### src/rtl/dr_tracker_pkg.sv
package dr_tracker_pkg;
  typedef enum logic [1:0] {
    VOTE_NONE  = 2'd0,
    VOTE_EARLY = 2'd1,
    VOTE_LATE  = 2'd2
  } vote_e;
endpackage

### src/rtl/dr_phase_detect.sv
module dr_phase_detect
  import dr_tracker_pkg::*;
(
  input  logic  clk,
  input  logic  rst_n,
  input  logic  valid,
  input  logic  s_early,
  input  logic  s_mid,
  input  logic  s_late,
  output logic  trans,
  output vote_e vote
);
  logic prev_mid;

  // previous centre value only advances on accepted beats
  always_ff @(posedge clk or negedge rst_n) begin
    if (!rst_n)     prev_mid <= 1'b0;
    else if (valid) prev_mid <= s_mid;
  end

  always_comb begin
    trans = valid && (s_mid != prev_mid);
    vote  = VOTE_NONE;
    if (trans) begin
      if ((s_early == s_mid) && (s_late != s_mid))      vote = VOTE_LATE;
      else if ((s_late == s_mid) && (s_early != s_mid)) vote = VOTE_EARLY;
    end
  end
endmodule

### src/rtl/dr_vote_filter.sv
module dr_vote_filter
  import dr_tracker_pkg::*;
#(
  parameter int VOTE_LIMIT = 8
) (
  input  logic  clk,
  input  logic  rst_n,
  input  vote_e vote,
  output logic  step_up,
  output logic  step_dn
);
  localparam int CW = $clog2(VOTE_LIMIT) + 2;
  localparam logic signed [CW-1:0] LIM_P = CW'(VOTE_LIMIT);
  localparam logic signed [CW-1:0] LIM_N = -LIM_P;
  localparam logic signed [CW-1:0] ONE   = CW'(1);

  logic signed [CW-1:0] acc, acc_nxt;

  always_comb begin
    acc_nxt = acc;
    if (vote == VOTE_EARLY)     acc_nxt = acc + ONE;
    else if (vote == VOTE_LATE) acc_nxt = acc - ONE;
    step_up = (vote == VOTE_EARLY) && (acc_nxt == LIM_P);
    step_dn = (vote == VOTE_LATE)  && (acc_nxt == LIM_N);
  end

  always_ff @(posedge clk or negedge rst_n) begin
    if (!rst_n)                acc <= '0;
    else if (step_up || step_dn) acc <= '0;
    else if (vote != VOTE_NONE)  acc <= acc_nxt;
  end
endmodule

### src/rtl/dr_lock_monitor.sv
module dr_lock_monitor #(
  parameter int LOCK_TRANS = 64,
  parameter int IDLE_LIMIT = 256
) (
  input  logic clk,
  input  logic rst_n,
  input  logic valid,
  input  logic trans,
  input  logic step_up,
  input  logic step_dn,
  output logic locked
);
  localparam int TW = $clog2(LOCK_TRANS + 1);
  localparam int IW = $clog2(IDLE_LIMIT);
  localparam logic [TW-1:0] T_MAX  = TW'(LOCK_TRANS);
  localparam logic [IW-1:0] I_LAST = IW'(IDLE_LIMIT - 1);

  logic [TW-1:0] tcnt;
  logic [IW-1:0] icnt;
  logic          have_last, last_up;
  logic          step, repeat_dir;

  assign step       = step_up || step_dn;
  assign repeat_dir = step && have_last && (last_up == step_up);

  always_ff @(posedge clk or negedge rst_n) begin
    if (!rst_n) begin
      tcnt      <= '0;
      icnt      <= '0;
      have_last <= 1'b0;
      last_up   <= 1'b0;
      locked    <= 1'b0;
    end else if (valid) begin
      if (trans) begin
        icnt <= '0;
        if (repeat_dir) begin
          tcnt <= '0;
        end else if (tcnt != T_MAX) begin
          tcnt <= tcnt + TW'(1);
          if (tcnt + TW'(1) == T_MAX) locked <= 1'b1;
        end
        if (step) begin
          have_last <= 1'b1;
          last_up   <= step_up;
        end
      end else if (icnt == I_LAST) begin
        icnt   <= '0;
        tcnt   <= '0;
        locked <= 1'b0;
      end else begin
        icnt <= icnt + IW'(1);
      end
    end
  end
endmodule

### src/rtl/dr_tracker.sv
module dr_tracker
  import dr_tracker_pkg::*;
#(
  parameter int TAP_W      = 5,
  parameter int VOTE_LIMIT = 8,
  parameter int LOCK_TRANS = 64,
  parameter int IDLE_LIMIT = 256
) (
  input  logic             clk,
  input  logic             rst_n,
  input  logic             smp_valid,
  input  logic             smp_early,
  input  logic             smp_mid,
  input  logic             smp_late,
  output logic             bit_valid,
  output logic             bit_data,
  output logic [TAP_W-1:0] tap_sel,
  output logic             locked
);
  logic  trans, step_up, step_dn;
  vote_e vote;

  dr_phase_detect pd_i (
    .clk(clk), .rst_n(rst_n), .valid(smp_valid),
    .s_early(smp_early), .s_mid(smp_mid), .s_late(smp_late),
    .trans(trans), .vote(vote)
  );

  dr_vote_filter #(.VOTE_LIMIT(VOTE_LIMIT)) vf_i (
    .clk(clk), .rst_n(rst_n), .vote(vote),
    .step_up(step_up), .step_dn(step_dn)
  );

  dr_lock_monitor #(.LOCK_TRANS(LOCK_TRANS), .IDLE_LIMIT(IDLE_LIMIT)) lm_i (
    .clk(clk), .rst_n(rst_n), .valid(smp_valid), .trans(trans),
    .step_up(step_up), .step_dn(step_dn), .locked(locked)
  );

  // tap accumulator wraps naturally at 2**TAP_W
  always_ff @(posedge clk or negedge rst_n) begin
    if (!rst_n)       tap_sel <= '0;
    else if (step_up) tap_sel <= tap_sel + TAP_W'(1);
    else if (step_dn) tap_sel <= tap_sel - TAP_W'(1);
  end

  always_ff @(posedge clk or negedge rst_n) begin
    if (!rst_n) begin
      bit_valid <= 1'b0;
      bit_data  <= 1'b0;
    end else begin
      bit_valid <= smp_valid;
      if (smp_valid) bit_data <= smp_mid;
    end
  end
endmodule

### config.mk
export PLATFORM = sky130hd
export DESIGN_NAME = dr_tracker
export DESIGN_NICKNAME = d
export VERILOG_FILES = /design/src/rtl/dr_tracker_pkg.sv /design/src/rtl/dr_phase_detect.sv /design/src/rtl/dr_vote_filter.sv /design/src/rtl/dr_lock_monitor.sv /design/src/rtl/dr_tracker.sv
export SDC_FILE = /design/constraint.sdc
export NUM_CORES = 1
export LEC_CHECK = 0
export CORE_MARGIN = 4
export CORE_UTILIZATION = 45
export CTS_BUF_LIST = sky130_fd_sc_hd__clkbuf_2
export DETAILED_ROUTE_END_ITERATION = 10
export GPL_TIMING_DRIVEN = 0
export PLACE_DENSITY_LB_ADDON = 0.3
export SYNTH_ARGS = -nofsm -noshare
export SYNTH_HDL_FRONTEND = slang
export SYNTH_SLANG_ARGS = --single-unit
### constraint.sdc
create_clock -name clk -period 6.56 [get_ports clk]
set_input_delay 0.656 -clock clk [delete_from_list [all_inputs] [get_ports clk]]
set_output_delay 0.656 -clock clk [all_outputs]
set_load 0.02 [all_outputs]
==> run summary, run 1 <==
• area fraction of the dominant cell type after synthesis: 38.6%
• starting utilization of the core area: 47.6%
• TritonCTS clock tree: built
• area after detailed placement: 2140 um2
• post-route ant nets: 0
• Hold Vio Cnt, Final: 0
• biggest fanout along the worst timing path: 7
• estimated wirelength of the detail-placed design: 2.57 mm
• final layout net count: 235
• Post-synth EDFFs: 0
• footprint of the multi-input gates: 1140 um2
• number of global-route vias before repair: 1,420
• width of the die: 73.7 um
• Crit-path slowest cell: sky130_fd_sc_hd__clkdlybuf4s50_1
• critical path class: in -> reg
• max-slew violation count: 0
• detailed-route vias per instance: 5.43
• CP max stage delay: 0.58 ns
• clock slew seen by the registers of the worst setup and hold paths: 0.16 ns
• GR Util met2: 22.4%
• number of nets in the synthesized netlist: 215
• worst-case hold slack: 0.321 ns
• Top cell by count, worst path: sky130_fd_sc_hd__nand2_1
• placer congestion estimate: 0.771
• die area: 5430 um2
• cell area after synthesis: 1940 um2
• flip-flop cell with the highest count after synthesis: sky130_fd_sc_hd__dfrtp_1
• total of warnings raised by yosys: 0
• unrepaired setup endpoints after global routing: false
• Sum Neg Setup Slack: 0 ns
• Pre-antenna DRT Iters: 4
• worst min-delay path class: in -> async
• residual overflow from global routing: 0
• Root Buffer: sky130_fd_sc_hd__clkbuf_2
• worst clock skew: 0.0147 ns
• Tightest Pin Transition: 0.686 ns
• Inserted Clock Buffers: 5
• global routing usage on met1: 23.4%
• number of violations of the max-capacitance limit: 0
• sequential cell area: 751 um2
• final critical delay including setup and external delays: 3.92 ns
• count of unique library cells instantiated by Yosys: 51
• peak ir drop on the vdd network: 0.179 mV
• finished layout cell area: 2170 um2
• reported leakage power: 0.972 nW
• DRC marker count from the first detailed-route iteration: 62
• register bit count reported by yosys: 30
• most numerous cell types in the synthesized netlist: sky130_fd_sc_hd__dfrtp_1, sky130_fd_sc_hd__nand2_1, sky130_fd_sc_hd__nor2_1
• startpoint kind of the worst setup timing path: input port
• post-CTS setup buffer count: 0
• Finish-stage setup viols: 0
• run status: finished, final reports clean
• maximum clock path buffer count: 2
• crit share post-route: 59.8%
• largest net degree at the start of global routing: 31
• relative slew slack: 54.3%
• fraction of layout cells with a size suffix above 1: 13.7%
• post-cts repair resize count: 0
• async set or reset register ratio after synthesis: 100%
• vias: 1,462
• cell-by-cell listing of the critical path: clkdlybuf4s50_1, or4bb_1, a21boi_2, a22oi_1, xnor2_4, nor3_4, nand2_1, fa_1, a21o_1, a21oi_1, mux2_2, nand2_1, xnor2_1
• global router's overall resource usage: 16.1%
• clock sink count: 30
• CP Capture Type: flop
• detailed-route wire length per cell: 13.7 um
• Clock H-tree levels: 2
• number of hold buffers added after CTS: 0
• DRC violation count after routing: 0
• core area: 4090 um2
• most used routing layer: met1
• initial antenna violation count: 0
• global routing usage on met3: 4.38%
• CP required: 6.85 ns
• height of the chip: 73.7 um
• Filler Cells Inserted: 378
• sequential-to-total area share from yosys stat: 38.6%
• I/O pin count: 14
• number of instances in the synthesized netlist: 199
• library cell with the largest summed area after synthesis: sky130_fd_sc_hd__dfrtp_1
• synthesized area per cell: 9.76 um2
• Layout area overhead: 11.5%
• post-detailed-routing wire length: 3.70 mm
• Power Density: 308 nW/um2
• cell row count: 23
• diodes inserted: 0
• wire length of the first global-routing pass: 6.73 mm
• latest clock arrival within the worst-skew pair: 0.36 ns
• number of I/O port buffers: 13
• signal arrival time at the worst endpoint: 4.22 ns
• cell with the most instances after synthesis: sky130_fd_sc_hd__dfrtp_1
• cell types occupying the most area after synthesis: sky130_fd_sc_hd__dfrtp_1, sky130_fd_sc_hd__ha_1, sky130_fd_sc_hd__xor2_1
• maximum clock rate: 255 MHz
[sequential cells by signal, summed over array words and instances, names as in the netlist]
register / flops
pd_i.prev_mid: 1
lm_i.icnt: 8
lm_i.have_last: 1
lm_i.last_up: 1
bit_valid: 1
tap_sel: 5
lm_i.tcnt: 7
lm_i.locked: 1
vf_i.acc: 5
[power by group]
group	switching (W)	internal, W
registers	0.0000585	0.000234
clock network	0.0000614	0.0000278
logic	0.000153	0.000132
[final cells by class]
class	instances	area share, %
plain buffers	5	0.867
clock buffers	7	1.62
inverters	8	1.39
multi-input cells	156	52.8
flip-flops and latches	30	34.7
well taps	50	2.89
repair buffers	13	5.78
[worst paths after layout]
check                              start            to  slack [ns]  cells past startpoint
setup / recovery                smp_late    tap_sel[4]        2.64                     13
hold / removal                     rst_n   vf_i.acc[4]        0.32                      1
setup reg to reg           pd_i.prev_mid    tap_sel[4]        3.03                     12
hold reg to reg               tap_sel[4]    tap_sel[4]        0.49                      1
max in group asynchronous          rst_n  lm_i.last_up        5.79                      1
min in group clk              tap_sel[4]    tap_sel[4]        0.49                      1
[per-stage QoR]
stage	setup WS (ns)	util [%]	std cells	total power, W
after floorplan	3.10	-	199	0.000506
after global placement	2.30	52.3	262	0.000576
after detailed placement	2.27	52.3	262	0.000580
after CTS	2.66	53.1	269	0.000673
after global routing	2.42	53.0	269	0.000732
final	2.64	53.0	269	0.000667
[per-layer routing]
| layer | part of all wire (%) | vias up |
|---|---|---|
| li1 | - | 759 |
| met1 | 52 | 673 |
| met2 | 42 | 24 |
| met3 | 4.0 | 6 |
| met4 | 1.4 | 0 |
| met5 | 0 | - |
[worst max-delay path, delay by kind of cell]
family	cells	cell delay, ns
buffers and inverters	1	0.58
adder cells (fa/ha/maj)	1	0.45
multiplexers	1	0.34
XOR/XNOR	2	0.31
AO/OA/AOI/OAI	4	0.79
AND/OR/NAND/NOR	4	1.11
[cells by family (layout without fill, tap and decap cells)]
logic type | count (synthesis) | after routing | share of synthesized area, %
XOR/XNOR | 17 | 17 | 9.01
flip-flops | 30 | 30 | 38.6
adder cells (fa/ha/maj) | 10 | 10 | 6.83
AO/OA/AOI/OAI | 43 | 43 | 16.2
AND/OR/NAND/NOR | 81 | 81 | 23.9
multiplexers | 5 | 5 | 2.90
buffers and inverters | 13 | 33 | 2.51
[placed cells by master, fill, tap and decap left out, types with 2 or more instances in the layout]
| cell type | synthesis | routed |
|---|---|---|
| sky130_fd_sc_hd__a21boi_2 | 2 | 2 |
| sky130_fd_sc_hd__a21o_1 | 5 | 5 |
| sky130_fd_sc_hd__a21oi_1 | 9 | 9 |
| sky130_fd_sc_hd__and3_1 | 5 | 5 |
| sky130_fd_sc_hd__and4bb_2 | 2 | 2 |
| sky130_fd_sc_hd__clkbuf_1 | 4 | 4 |
| sky130_fd_sc_hd__clkbuf_2 | 0 | 7 |
| sky130_fd_sc_hd__clkdlybuf4s50_1 | 0 | 12 |
| sky130_fd_sc_hd__dfrtp_1 | 30 | 30 |
| sky130_fd_sc_hd__ha_1 | 9 | 9 |
| sky130_fd_sc_hd__inv_1 | 8 | 8 |
| sky130_fd_sc_hd__mux2_2 | 4 | 4 |
| sky130_fd_sc_hd__nand2_1 | 23 | 23 |
| sky130_fd_sc_hd__nand3_1 | 8 | 8 |
| sky130_fd_sc_hd__nand3b_1 | 2 | 2 |
| sky130_fd_sc_hd__nand4_1 | 4 | 4 |
| sky130_fd_sc_hd__nor2_1 | 15 | 15 |
| sky130_fd_sc_hd__nor3_1 | 6 | 6 |
| sky130_fd_sc_hd__nor4_1 | 2 | 2 |
| sky130_fd_sc_hd__o211ai_1 | 3 | 3 |
| sky130_fd_sc_hd__o21ai_0 | 6 | 6 |
| sky130_fd_sc_hd__o31ai_1 | 3 | 3 |
| sky130_fd_sc_hd__or2_2 | 3 | 3 |
| sky130_fd_sc_hd__or4bb_1 | 4 | 4 |
| sky130_fd_sc_hd__xnor2_1 | 5 | 5 |
| sky130_fd_sc_hd__xor2_1 | 10 | 10 |
No activity file was read; power rests on OpenSTA's default activity.
==> inputs of run 2 (changes only) <==
clock period = 3.7 ns   (was 6.56 ns; I/O delays follow)
==> run 2 against run 1 <==
- count of clock-buffer cells in the layout unchanged
- via count up 0.82%
- final area up 1.8%
- largest cell class unchanged
==> run summary, run 2 (synthesis results as in run 1) <==
• run status: finished, final reports clean
• global routing usage on met1: 23.4%
• number of instances in the placed design: 262
• most frequent cells in the layout: sky130_fd_sc_hd__dfrtp_1, sky130_fd_sc_hd__nand2_1, sky130_fd_sc_hd__nor2_1, sky130_fd_sc_hd__clkdlybuf4s50_1, sky130_fd_sc_hd__xor2_1
• finished layout cell area: 2210 um2
• Hold Vio Cnt, Final: 0
• detailed-route vias per instance: 5.40
• maximum clock rate: 283 MHz
• number of I/O port buffers: 13
• Tightest Pin Transition: 0.688 ns
• placer congestion estimate: 0.771
• CP Capture Type: flop
• Clock H-tree levels: 2
• post-detailed-routing wire length: 3.74 mm
• buffers and inverters on the worst path: 2
• signal arrival time at the worst endpoint: 3.83 ns
• most used routing layer: met1
• cell-by-cell listing of the critical path: clkdlybuf4s50_1, or4bb_1, a21boi_2, buf_4, a22oi_2, xor2_2, nor3_4, nand2_2, fa_1, a21o_1, a21oi_1, mux2_2, nand2_1, xnor2_1
• Inserted Clock Buffers: 5
• vias: 1,474
• core area: 4090 um2
• residual overflow from global routing: 0
• Layout area overhead: 13.5%
• largest net degree at the start of global routing: 31
• diodes inserted: 0
• DRC violation count after routing: 0
• number of global-route vias before repair: 1,420
• Largest delay share family, worst path: simple AND/OR/NAND/NOR gates
• sequential group share of total power: 43.6%
• max-slew violation count: 0
• startpoint kind of the worst setup timing path: input port
• clock power share: 13.3%
• Pre-antenna DRT Iters: 4
• final critical delay including setup and external delays: 3.54 ns
• unrepaired setup endpoints after global routing: false
• initial antenna violation count: 0
• worst clock skew: 0.0154 ns
• biggest fanout along the worst timing path: 7
• critical path class: in -> reg
• number of violations of the max-capacitance limit: 0
• peak ir drop on the vdd network: 0.318 mV
• Setup Slack @ Placement: -0.302 ns
• I/O pin count: 14
• CP required: 3.99 ns
• post-route ant nets: 0
• largest registers in the final layout: lm_i.icnt: 8 flops, lm_i.tcnt: 7 flops
• crit share post-route: 95.6%
• filler-free cell count of the finished design: 273
• worst min-delay path class: in -> async
• CP max stage delay: 0.58 ns
• portion of total power attributed to combinational logic: 43.1%
• detailed-route wire length per cell: 13.7 um
• clock sink count: 30
• area after detailed placement: 2140 um2
• starting utilization of the core area: 47.6%
• reported leakage power: 1.00 nW
• die area: 5430 um2
• Crit-path slowest cell: sky130_fd_sc_hd__clkdlybuf4s50_1
• switching pwr: 0.000487 W
• global routing usage on met3: 4.38%
• latest clock arrival within the worst-skew pair: 0.36 ns
• Sw Share: 41.0%
• cell row count: 23
• DRC marker count from the first detailed-route iteration: 64
• PnR worst setup slack: 0.165 ns
• GR Util met2: 22.4%
• final layout net count: 239
• maximum clock path buffer count: 2
• global router's overall resource usage: 16.1%
• most common cell after layout, fill and taps aside: sky130_fd_sc_hd__dfrtp_1
• flip-flop count of the largest register after layout: 8
• Root Buffer: sky130_fd_sc_hd__clkbuf_2
• width of the die: 73.7 um
• fraction of layout cells with a size suffix above 1: 15.7%
• Power Density: 540 nW/um2
• internal power consumption: 0.000703 W
• worst-case hold slack: 0.0350 ns
• register bank with the most flops: lm_i.icnt
• clock slew seen by the registers of the worst setup and hold paths: 0.16 ns
• estimated wirelength of the detail-placed design: 2.57 mm
• Final Core Density: 54.0%
• TritonCTS clock tree: built
• height of the chip: 73.7 um
• Finish-stage setup viols: 0
• relative slew slack: 54.1%
• wire length of the first global-routing pass: 6.73 mm
## run 2: changes by cell type in the layout (fill, tap and decap cells not counted), sizes merged
| cell | before | now |
|---|---|---|
| buf | 2 | 6 |
## run 2: timing repair
action,CTS,global route
endpoints found under the setup margin,0,1
hold buffers,0,0
setup buffers,0,4
gates resized for setup,0,2
## run 2: area by class of cell
class | instances | area, um2
fillers | 377 | 1880
clock buffers | 7 | 35.0
repair buffers | 17 | 155
inverters | 8 | 30.0
well taps | 50 | 62.6
multi-input cells | 156 | 1150
flip-flops and latches | 30 | 751
plain buffers | 5 | 18.8
## run 2: final timing paths
check / slack [ns] / to / cells after the start / startpoint
worst max-delay path: 0.16 / tap_sel[4] / 14 / smp_early
worst min-delay path: 0.04 / vf_i.acc[4] / 1 / rst_n
worst max register to register: 0.26 / tap_sel[4] / 13 / pd_i.prev_mid
worst min register to register: 0.49 / tap_sel[4] / 1 / tap_sel[4]
max in group asynchronous: 3.22 / lm_i.last_up / 1 / rst_n
min in group clk: 0.49 / tap_sel[4] / 1 / tap_sel[4]
## run 2: metrics by stage
stage	power, W	setup TNS (ns)
detailed placement	0.00103	-0.329
global route	0.00130	0
finish	0.00119	0
floorplan	0.000896	0
global placement	0.00102	-0.275
CTS	0.00119	0
## run 2: per-layer routing
| metal | wire length (um) | share of wire (%) |
|---|---|---|
| met1 | 1950 | 52 |
| met3 | 150 | 4.0 |
| met5 | 0 | 0 |
| met2 | 1580 | 42 |
| met4 | 52 | 1.4 |
## run 2: worst register-to-register path, delay by kind of cell, from the launching register on
| family | cells | cell delay [ns] |
|---|---|---|
| fa+ha+maj | 1 | 0.43 |
| simple gates | 4 | 1.06 |
| compound gates | 4 | 0.64 |
| flops | 1 | 0.48 |
| buf+inv | 1 | 0.14 |
| mux | 1 | 0.34 |
| xor+xnor | 2 | 0.30 |
## run 2: power by group through the flow
| stage | Sequential [W] | Combinational, W | Clock, W |
|---|---|---|---|
| after global routing | 0.000538 | 0.000580 | 0.000186 |
| after global placement | 0.000524 | 0.000497 | 0 |
| after CTS | 0.000520 | 0.000508 | 0.000165 |
| final | 0.000519 | 0.000513 | 0.000158 |
| after detailed placement | 0.000525 | 0.000503 | 0 |
| after floorplan | 0.000525 | 0.000371 | 0 |
==> inputs of run 3 (changes only) <==
RECOVER_POWER = 25   (was unset)
==> run 3 against run 2 <==
- the flow now finishes with violations (max-capacitance violations, max-slew violations)
- global-route usage did not move
- register-to-register slack about the same
- count of clock-buffer cells in the layout unchanged
- sequential cell count is the same
- critical endpoint unchanged
==> run summary, run 3 (synthesis results as in run 1) <==
• number of global-route vias before repair: 1,420
• vias: 1,473
• diodes inserted: 0
• Inserted Clock Buffers: 5
• Tightest Pin Transition: 1.65 ns
• Layout area overhead: 13.5%
• latest clock arrival within the worst-skew pair: 0.36 ns
• Finish-stage setup viols: 0
• unrepaired setup endpoints after global routing: false
• I/O pin count: 14
• register bank with the most flops: lm_i.icnt
• r2r endpoint: tap_sel[4]
• detailed-route vias per instance: 5.40
• starting utilization of the core area: 47.6%
• Reg2Reg Depth: 13
• height of the chip: 73.7 um
• post-route ant nets: 0
• post-detailed-routing wire length: 3.74 mm
• relative slew slack: -10.0%
• clock slew seen by the registers of the worst setup and hold paths: 0.16 ns
• final critical delay including setup and external delays: 3.54 ns
• clock sink count: 30
• crit share post-route: 95.5%
• TritonCTS clock tree: built
• Clock H-tree levels: 2
• number of I/O port buffers: 13
• maximum clock path buffer count: 2
• signal arrival time at the worst endpoint: 3.83 ns
• most frequent cells in the layout: sky130_fd_sc_hd__dfrtp_1, sky130_fd_sc_hd__nand2_1, sky130_fd_sc_hd__nor2_1, sky130_fd_sc_hd__clkdlybuf4s50_1, sky130_fd_sc_hd__xor2_1
• initial antenna violation count: 0
• largest net degree at the start of global routing: 31
• failing checks: max-capacitance violations, max-slew violations
• width of the die: 73.7 um
• most common cell after layout, fill and taps aside: sky130_fd_sc_hd__dfrtp_1
• largest registers in the final layout: lm_i.icnt: 8 flops, lm_i.tcnt: 7 flops
• Root Buffer: sky130_fd_sc_hd__clkbuf_2
• Hold Vio Cnt, Final: 0
• flop-to-flop setup slack: 0.26 ns
• cell-by-cell listing of the critical path: clkdlybuf4s50_1, or4bb_1, a21boi_2, buf_4, a22oi_2, xor2_2, nor3_4, nand2_2, fa_1, a21o_1, a21oi_1, mux2_2, nand2_1, xnor2_1
• residual overflow from global routing: 0
• final layout net count: 239
• wire length of the first global-routing pass: 6.73 mm
• Power Density: 540 nW/um2
• peak ir drop on the vdd network: 0.318 mV
• Sum Neg Setup Slack: 0 ns
• Pre-antenna DRT Iters: 4
• fraction of layout cells with a size suffix above 1: 15.2%
• maximum clock rate: 283 MHz
• worst clock skew: 0.0155 ns
• estimated wirelength of the detail-placed design: 2.57 mm
• CP required: 3.99 ns
• worst min-delay path class: in -> async
• Final Core Density: 53.9%
• startpoint kind of the worst setup timing path: input port
• core area: 4090 um2
• CP max stage delay: 0.58 ns
• placer congestion estimate: 0.771
• detailed-route wire length per cell: 13.7 um
• worst-case hold slack: 0.411 ns
• biggest fanout along the worst timing path: 7
• Filler Cells Inserted: 377
• die area: 5430 um2
• cell row count: 23
• critical path class: in -> reg
• DRC violation count after routing: 0
• flip-flop count of the largest register after layout: 8
• DRC marker count from the first detailed-route iteration: 64
• Power Total: 0.00119 W
• Crit-path slowest cell: sky130_fd_sc_hd__clkdlybuf4s50_1
• max-slew violation count: 31
• number of violations of the max-capacitance limit: 1
• worst r2r src: pd_i.prev_mid
• reported leakage power: 0.997 nW
• global router's overall resource usage: 16.1%
• run status: finished with violations
• CP Capture Type: flop
run 3: cell type report:
| type | count | area (um2) | area share, % |
|---|---|---|---|
| inverters | 8 | 30.0 | 1.36 |
| multi-input cells | 156 | 1150 | 52.3 |
| plain buffers | 5 | 18.8 | 0.851 |
| well taps | 50 | 62.6 | 2.84 |
| clock buffers | 7 | 35.0 | 1.59 |
| flip-flops and latches | 30 | 751 | 34.1 |
| repair buffers | 17 | 154 | 6.98 |
run 3: worst max-delay path: cells and delay by family:
kind | cells | cell delay [ns]
simple gates | 4 | 1.04
buf+inv | 2 | 0.72
compound gates | 4 | 0.64
fa+ha+maj | 1 | 0.43
mux | 1 | 0.34
xor+xnor | 2 | 0.30
run 3: worst max path at each step:
stage / slack (ns) / depth (start not counted) / endpoint / from
6_report: 0.16 / 14 / tap_sel[4] / smp_early
2_1_floorplan: 0.39 / 12 / tap_sel[4] / pd_i.prev_mid
4_1_cts: 0.09 / 13 / tap_sel[4] / smp_early
3_3_place_gp: -0.28 / 13 / tap_sel[4] / smp_early
3_5_place_dp: -0.30 / 13 / tap_sel[4] / smp_late
5_1_grt: 0.06 / 14 / tap_sel[4] / smp_late
run 3: repair_timing:
| action | CTS | global route |
|---|---|---|
| gates resized for setup | 0 | 2 |
| buffers inserted | 0 | 4 |
| hold buffers | 0 | 0 |
| hold endpoints to repair | 0 | 0 |
| endpoints found under the setup margin | 0 | 1 |
run 3: per-stage QoR:
step / setup slack (ns) / cell area (um2) / cells
2_1_floorplan: 0.392 / 1940 / 199
3_3_place_gp: -0.275 / 2140 / 262
3_5_place_dp: -0.302 / 2140 / 262
4_1_cts: 0.0872 / 2170 / 269
5_1_grt: 0.0570 / 2200 / 273
6_report: 0.165 / 2200 / 273
run 3: power breakdown:
part	internal, W	switching, W
Combinational	0.000239	0.000273
Sequential	0.000414	0.000105
Clock	0.0000493	0.000109
Total	0.000703	0.000487
run 3: layer usage:
| layer | part of all wire (%) | vias to the layer above | global-route usage (%) |
|---|---|---|---|
| li1 | - | 765 | - |
| met1 | 52 | 677 | 23.4 |
| met2 | 42 | 25 | 22.4 |
| met3 | 4.0 | 6 | 4.38 |
| met4 | 1.4 | 0 | 6.24 |
| met5 | 0 | - | 0 |
